==> config.mk <==
export PLATFORM = sky130hd
export DESIGN_NAME = supply_cmd_regs
export DESIGN_NICKNAME = d
export VERILOG_FILES = /design/src/rtl/supply_cmd_pkg.sv /design/src/rtl/supply_cmd_ctrl.sv /design/src/rtl/supply_cmd_dp.sv /design/src/rtl/supply_cmd_regs.sv
export SDC_FILE = /design/constraint.sdc
export NUM_CORES = 1
export LEC_CHECK = 0
export BUFFER_PORTS_ARGS = -buffer_cell sky130_fd_sc_hd__buf_2
export CAP_MARGIN = 20
export CELL_PAD_IN_SITES_DETAIL_PLACEMENT = 0
export CELL_PAD_IN_SITES_GLOBAL_PLACEMENT = 2
export CORE_MARGIN = 2
export CORE_UTILIZATION = 22
export CTS_CLUSTER_SIZE = 14
export DETAILED_ROUTE_END_ITERATION = 6
export MAX_ROUTING_LAYER = met4
export PLACE_DENSITY_LB_ADDON = 0.1
export SETUP_SLACK_MARGIN = 0.02
export SLEW_MARGIN = 15
export SYNTH_ARGS = -nofsm -noshare
export SYNTH_HDL_FRONTEND = slang
export SYNTH_HIERARCHICAL = 1
export SYNTH_SLANG_ARGS = --single-unit
export TNS_END_PERCENT = 100
==> constraint.sdc <==
create_clock -name clk -period 1.2 [get_ports clk]
set_clock_uncertainty 0.05 [all_clocks]
set_input_delay 0.06 -clock clk [delete_from_list [all_inputs] [get_ports clk]]
set_output_delay 0.06 -clock clk [all_outputs]
set_load 0.005 [all_outputs]
==> src/rtl/supply_cmd_pkg.sv <==
package supply_cmd_pkg;
  localparam int DATA_W = 8;
  localparam int CMD_W  = 4;
  localparam logic [7:0] ADDR_FAULT  = 8'h0D;
  localparam logic [7:0] ADDR_STATUS = 8'h0E;
  localparam logic [7:0] ADDR_CMD    = 8'h0F;
  // Index into the stored command nibble (write data bits 7..4)
  localparam int CIDX_UP    = 3;
  localparam int CIDX_DOWN  = 2;
  localparam int CIDX_FORCE = 1;
  localparam int CIDX_WD    = 0;

  typedef enum logic [1:0] {SEL_NONE, SEL_FAULT, SEL_STATUS, SEL_CMD} rdSel_e;

  typedef struct packed {
    logic   cmdLoad;
    logic   faultLoad;
    logic   rdLoad;
    rdSel_e rdSel;
  } strobes_t;
endpackage

==> src/rtl/supply_cmd_ctrl.sv <==
module supply_cmd_ctrl
  import supply_cmd_pkg::*;
#(
  parameter int ADDR_W = 8
) (
  input  logic [ADDR_W-1:0] regAddr,
  input  logic [DATA_W-1:0] regWdata,
  input  logic              regWe,
  input  logic              regRe,
  input  logic              irqEvent,
  input  logic              holdActive,
  output strobes_t          strobes
);
  localparam int LOW_W = DATA_W - CMD_W;

  logic [CMD_W-1:0] cmdField;
  logic             legalCmd;
  logic [2:0]       setCount;

  assign cmdField = regWdata[DATA_W-1:LOW_W];

  always_comb begin
    setCount = '0;
    for (int i = 0; i < CMD_W; i++) setCount = setCount + 3'(cmdField[i]);
  end

  assign legalCmd = (setCount <= 3'd1) && (regWdata[LOW_W-1:0] == '0);

  always_comb begin
    strobes.cmdLoad   = regWe && (regAddr == ADDR_W'(ADDR_CMD)) && legalCmd;
    strobes.faultLoad = irqEvent && !holdActive;
    strobes.rdLoad    = regRe;
    if (regAddr == ADDR_W'(ADDR_FAULT))       strobes.rdSel = SEL_FAULT;
    else if (regAddr == ADDR_W'(ADDR_STATUS)) strobes.rdSel = SEL_STATUS;
    else if (regAddr == ADDR_W'(ADDR_CMD))    strobes.rdSel = SEL_CMD;
    else                                      strobes.rdSel = SEL_NONE;
  end
endmodule

==> src/rtl/supply_cmd_dp.sv <==
module supply_cmd_dp
  import supply_cmd_pkg::*;
#(
  parameter int CHAN_N = 6
) (
  input  logic              clk,
  input  logic              rstN,
  input  strobes_t          strobes,
  input  logic [DATA_W-1:0] regWdata,
  input  logic [CHAN_N-1:0] chanFlags,
  output logic [CMD_W-1:0]  cmdQ,
  output logic [CHAN_N-1:0] faultQ,
  output logic [DATA_W-1:0] rdataQ
);
  localparam int PAD_W = DATA_W - CHAN_N;

  logic [DATA_W-1:0] rdNext;

  always_ff @(posedge clk or negedge rstN) begin
    if (!rstN) begin
      cmdQ <= '0;
    end else if (strobes.cmdLoad) begin
      cmdQ <= regWdata[DATA_W-1:DATA_W-CMD_W];
    end else begin
      cmdQ[CIDX_UP]   <= 1'b0;
      cmdQ[CIDX_DOWN] <= 1'b0;
    end
  end

  always_ff @(posedge clk or negedge rstN) begin
    if (!rstN)                  faultQ <= '0;
    else if (strobes.faultLoad) faultQ <= chanFlags;
  end

  always_comb begin
    unique case (strobes.rdSel)
      SEL_FAULT:  rdNext = {{PAD_W{1'b0}}, faultQ};
      SEL_STATUS: rdNext = {{PAD_W{1'b0}}, chanFlags};
      SEL_CMD:    rdNext = {cmdQ, {(DATA_W-CMD_W){1'b0}}};
      default:    rdNext = '0;
    endcase
  end

  always_ff @(posedge clk or negedge rstN) begin
    if (!rstN)               rdataQ <= '0;
    else if (strobes.rdLoad) rdataQ <= rdNext;
  end
endmodule

==> src/rtl/supply_cmd_regs.sv <==
module supply_cmd_regs
  import supply_cmd_pkg::*;
#(
  parameter int ADDR_W = 8,
  parameter int CHAN_N = 6
) (
  input  logic              clk,
  input  logic              rstN,
  input  logic [ADDR_W-1:0] regAddr,
  input  logic [7:0]        regWdata,
  input  logic              regWe,
  input  logic              regRe,
  output logic [7:0]        regRdata,
  input  logic [CHAN_N-1:0] chanFlags,
  input  logic              irqEvent,
  input  logic              forceOffN,
  input  logic              wdInhibit,
  input  logic [CHAN_N-1:0] seqEn,
  output logic [CHAN_N-1:0] pupEn,
  output logic              pwrUpReq,
  output logic              pwrDownReq,
  output logic              wdHold
);
  strobes_t          strobes;
  logic [CMD_W-1:0]  cmdQ;
  logic [CHAN_N-1:0] faultQ;
  logic              shutdown;

  assign shutdown   = cmdQ[CIDX_FORCE] | ~forceOffN;
  assign wdHold     = cmdQ[CIDX_WD] | wdInhibit;
  assign pupEn      = shutdown ? '0 : seqEn;
  assign pwrUpReq   = cmdQ[CIDX_UP];
  assign pwrDownReq = cmdQ[CIDX_DOWN];

  supply_cmd_ctrl #(.ADDR_W(ADDR_W)) u_ctrl (
    .regAddr(regAddr), .regWdata(regWdata), .regWe(regWe), .regRe(regRe),
    .irqEvent(irqEvent), .holdActive(wdHold), .strobes(strobes)
  );

  supply_cmd_dp #(.CHAN_N(CHAN_N)) u_dp (
    .clk(clk), .rstN(rstN), .strobes(strobes), .regWdata(regWdata),
    .chanFlags(chanFlags), .cmdQ(cmdQ), .faultQ(faultQ), .rdataQ(regRdata)
  );
endmodule

Word-level counts from Yosys, hierarchy flattened
Index checks and enable logic that the tools add are counted.
- bitwise logic cells: 3
- magnitude comparators: 1
- multiplexer cells: 6
- reductions and logical operators: 6
- equal/unequal tests: 6
- $add $sub $neg: 3
- operators with widths (cell ; count):
    $eq A8 B4 Y1 const B ; 3
    $pmux W8 S3 ; 1
    $mux W2 ; 4
    $add A3 B1 Y3 ; 2
    $mux W6 ; 1
    $eq A2 B2 Y1 const B ; 2
    $logic_and A1 B1 Y1 ; 4
    $logic_not A4 Y1 ; 1
    $le A3 B1 Y1 const B ; 1
    $add A1 B1 Y2 ; 1
    $eq A2 B1 Y1 const B ; 1
    $or A1 B1 Y1 ; 2
    $logic_not A1 Y1 ; 1
    $not A1 Y1 ; 1
- word-level logic and storage cells: 29
- bits of input ports: 35
- register bits: 18
- output and inout bits: 17

Depth between registers and ports, before layout
- depth in word-level cells: 7
- depth in mapped cells: 6
- mapped depth without buffers: 6

Cells and area by module
Netlist, hierarchy kept.
- by module, submodules not included (module ; seq. area each (µm²) ; area an instance (µm²) ; cells each ; times used):
    supply_cmd_dp ; 450.4 ; 738.2 ; 60 ; 1
    supply_cmd_ctrl ; 0.0 ; 105.1 ; 15 ; 1
    supply_cmd_regs ; 0.0 ; 58.8 ; 7 ; 1

Least setup slack after synthesis
OpenSTA, ideal clock, no wires.
- path kind: input -> register
- start: input port regWdata[4]
- end: register u_dp.cmdQ[0]
- setup slack: -0.554 ns
- arrival: 1.579 ns
- buffers on the path: 0
- library setup time: 0.125 ns
- required time: 1.025 ns
- stages: 6
- cells stage by stage: inv_1 > fa_1 > inv_1 > a2111oi_0 > and4_1 > mux2_2
- RTL lines (item ; line ; text):
    start, declared ; supply_cmd_regs.sv:10 ; input logic [7:0] regWdata,
    end signal, assigned ; supply_cmd_dp.sv:23 ; cmdQ <= regWdata[DATA_W-1:DATA_W-CMD_W];
    end, declared ; supply_cmd_dp.sv:11 ; output logic [CMD_W-1:0] cmdQ,

==> results.json <==
{
  "rr_startpoint": "u_dp/cmdQ[0]",
  "hp-class": "input pin to register",
  "synth_area_sq_um": 902,
  "crit_required_ns": 1.28,
  "synthFlopType": "dfrtp_1",
  "clockBufferDepth": 2,
  "power_density_nw_per_um2": 936,
  "grt_pass1_vias": 811,
  "dp.cells": 184,
  "synthTopCellsByArea": "dfrtp_1 (50%), mux2_2 (10%), and3b_1 (5.8%), a22oi_1 (3.3%), inv_1 (2.5%)",
  "endpoint_kind": "register",
  "yosysTopAreaCell": "dfrtp_1",
  "netlist_instances": 82,
  "num_rows": 23,
  "p_leak_nw": 0.718,
  "dr.pass1.iters": 4,
  "ys_seq_area_share_pct": 49.9,
  "crit_type": "input pin to register",
  "cts_buffers": 3,
  "vias": 806,
  "slew_headroom_pct": 73.5,
  "status": "finished with violations",
  "drt_wl_total_mm": 2.32,
  "clock_sinks": 18,
  "synth_seq_cells": 18,
  "antenna_cells": 0,
  "grt_overflow": 0,
  "top_layer_used": "met4",
  "syn_nets": 118,
  "clock_latency_ns": 0.24,
  "cts_tree": "yes",
  "gp_congestion": 0.680,
  "hold_viol": 0,
  "coreArea_sq_um": 3970,
  "grt_usage_pct": 11.6,
  "cts_root_buf": "clkbuf_8",
  "ys_async_sr_fraction_pct": 100,
  "grt_pass1_wl_mm": 3.82,
  "drt_iter0_drc": 22,
  "start_util_pct": 22.7,
  "met1_length_mm": 1.07,
  "setup_viol": 11,
  "instances_no_fill": 191,
  "met2_wirelength_mm": 1.08,
  "synth_edf_count": 0,
  "slew_viol_final": 0,
  "worst_pin_slew_ns": 0.398,
  "antenna_found_initial": 0,
  "die_h_um": 68.0,
  "vias_per_cell": 4.22,
  "synth_commonest_cells": "dfrtp_1 (18), mux2_2 (8), and3b_1 (6), inv_1 (6), nor2_1 (6)",
  "drive_above_1_share_pct": 55.3,
  "worst-path-max-fanout": 4,
  "ys_types": 24,
  "synth_top_area_share_pct": 49.9,
  "die_area_sq_um": 4630,
  "violations": "setup timing",
  "tns_ns": -2.14,
  "chipWidth_um": 68.0,
  "met3WireLength_um": 148,
  "drv_cap": 0,
  "critPathLaunchType": "input pin",
  "drc_errors": 0,
  "synth_most_common_cell": "dfrtp_1",
  "antenna_left": 0,
  "post-route-min-period_ns": 1.55,
  "area_growth_pct": 54.6,
  "grt_max_degree": 19,
  "holdCritStartpoint": "chanFlags[1]",
  "fmax_ghz": 0.646,
  "postSynthAreaPerCell_sq_um": 11.0,
  "finalCritPeriodShare_pct": 129,
  "peakVddDrop_v": 0.000278,
  "arrival_ns": 1.63,
  "ys.warnings.count": 6,
  "worst_slack_ns": -0.349,
  "rsz0062_at_grt": "yes",
  "htree_levels": 1,
  "setup.worst_path.start": "regWdata[7]",
  "nets": 179,
  "routedWlPerCell_um": 12.2,
  "clk_pin_slew_ns": 0.06,
  "pin_count": 52,
  "io_buffers": 51
}
layer usage:
metal | global-route usage, % | vias to the layer above
met4 | 4.50 | 0
met2 | 17.5 | 30
met5 | - | -
met3 | 2.63 | 2
li1 | - | 404
met1 | 15.1 | 370
cells by family after synthesis:
group / share of synthesized area, %
simple gates: 20.5
flops: 49.9
compound gates: 10.1
buf+inv: 4.99
mux: 12.2
fa+ha+maj: 2.22
report_power, final:
| group | total [W] | internal, W | switching, W |
|---|---|---|---|
| logic | 0.000236 | 0.000141 | 0.0000943 |
| registers | 0.000668 | 0.000647 | 0.0000211 |
| clock network | 0.000402 | 0.000222 | 0.000179 |
state kept, by name, summed over array words and instances (netlist names):
| register | cells |
|---|---|
| u_dp/faultQ | 6 |
| u_dp/cmdQ | 4 |
| u_dp/rdataQ | 8 |
metrics by stage:
stage                     util, %  setup slack [ns]  instance area, sq um  hold slack [ns]  power, W
after global routing         35.1            -0.397                  1400          0.00225   0.00139
final                        35.1            -0.349                  1400          0.00804   0.00131
after detailed placement     32.1            -0.745                  1280          -0.0328  0.000892
after floorplan                 -            -0.491                   946           -0.286  0.000781
after global placement       32.1            -0.701                  1280          -0.0253  0.000888
after CTS                    34.2            -0.346                  1360          0.00104   0.00131
cells in the final DEF (no fill, tap or decap), types with 3 or more instances in the layout:
cell	count
inv_1	3
a21oi_1	4
buf_2	49
o21ai_0	4
nor2_1	6
a22oi_1	4
dlygate4sd3_1	3
dfrtp_1	18
mux2_4	8
nor2b_1	3
buf_4	6
and3b_1	6
clkbuf_8	3
final timing paths:
kind | cells past startpoint | end | slack, ns
hold reg to reg | 1 | u_dp/faultQ[3] | 0.47
min in group asynchronous | 2 | u_dp/cmdQ[3] | 0.22
setup / recovery | 7 | u_dp/cmdQ[0] | -0.35
max in group asynchronous | 2 | u_dp/faultQ[4] | 0.60
hold / removal | 2 | u_dp/faultQ[1] | 0.008
setup reg to reg | 4 | u_dp/faultQ[0] | -0.20
worst max-delay path, stage by stage:
cell and delay [ns]:
buf_8 0.08, inv_8 0.02, fa_1 0.54, inv_2 0.05
a2111oi_4 0.27, and4_4 0.29, mux2_4 0.30
timing repair:
item	in CTS	in global routing
resized for setup	7	5
endpoints found under the hold margin	19	1
pin swaps	2	1
hold buffers	2	1
endpoints found under the setup margin	10	18
setup buffers	0	1
area by class of cell:
cell class,count,area (sq um)
Sequential cell,18,450
Timing Repair Buffer,60,347
Fill cell,416,2580
Clock buffer,3,41.3
Tap cell,50,62.6
Multi-Input combinational cell,54,464
Inverter,6,30.0
(Power assumes the default switching activity.)
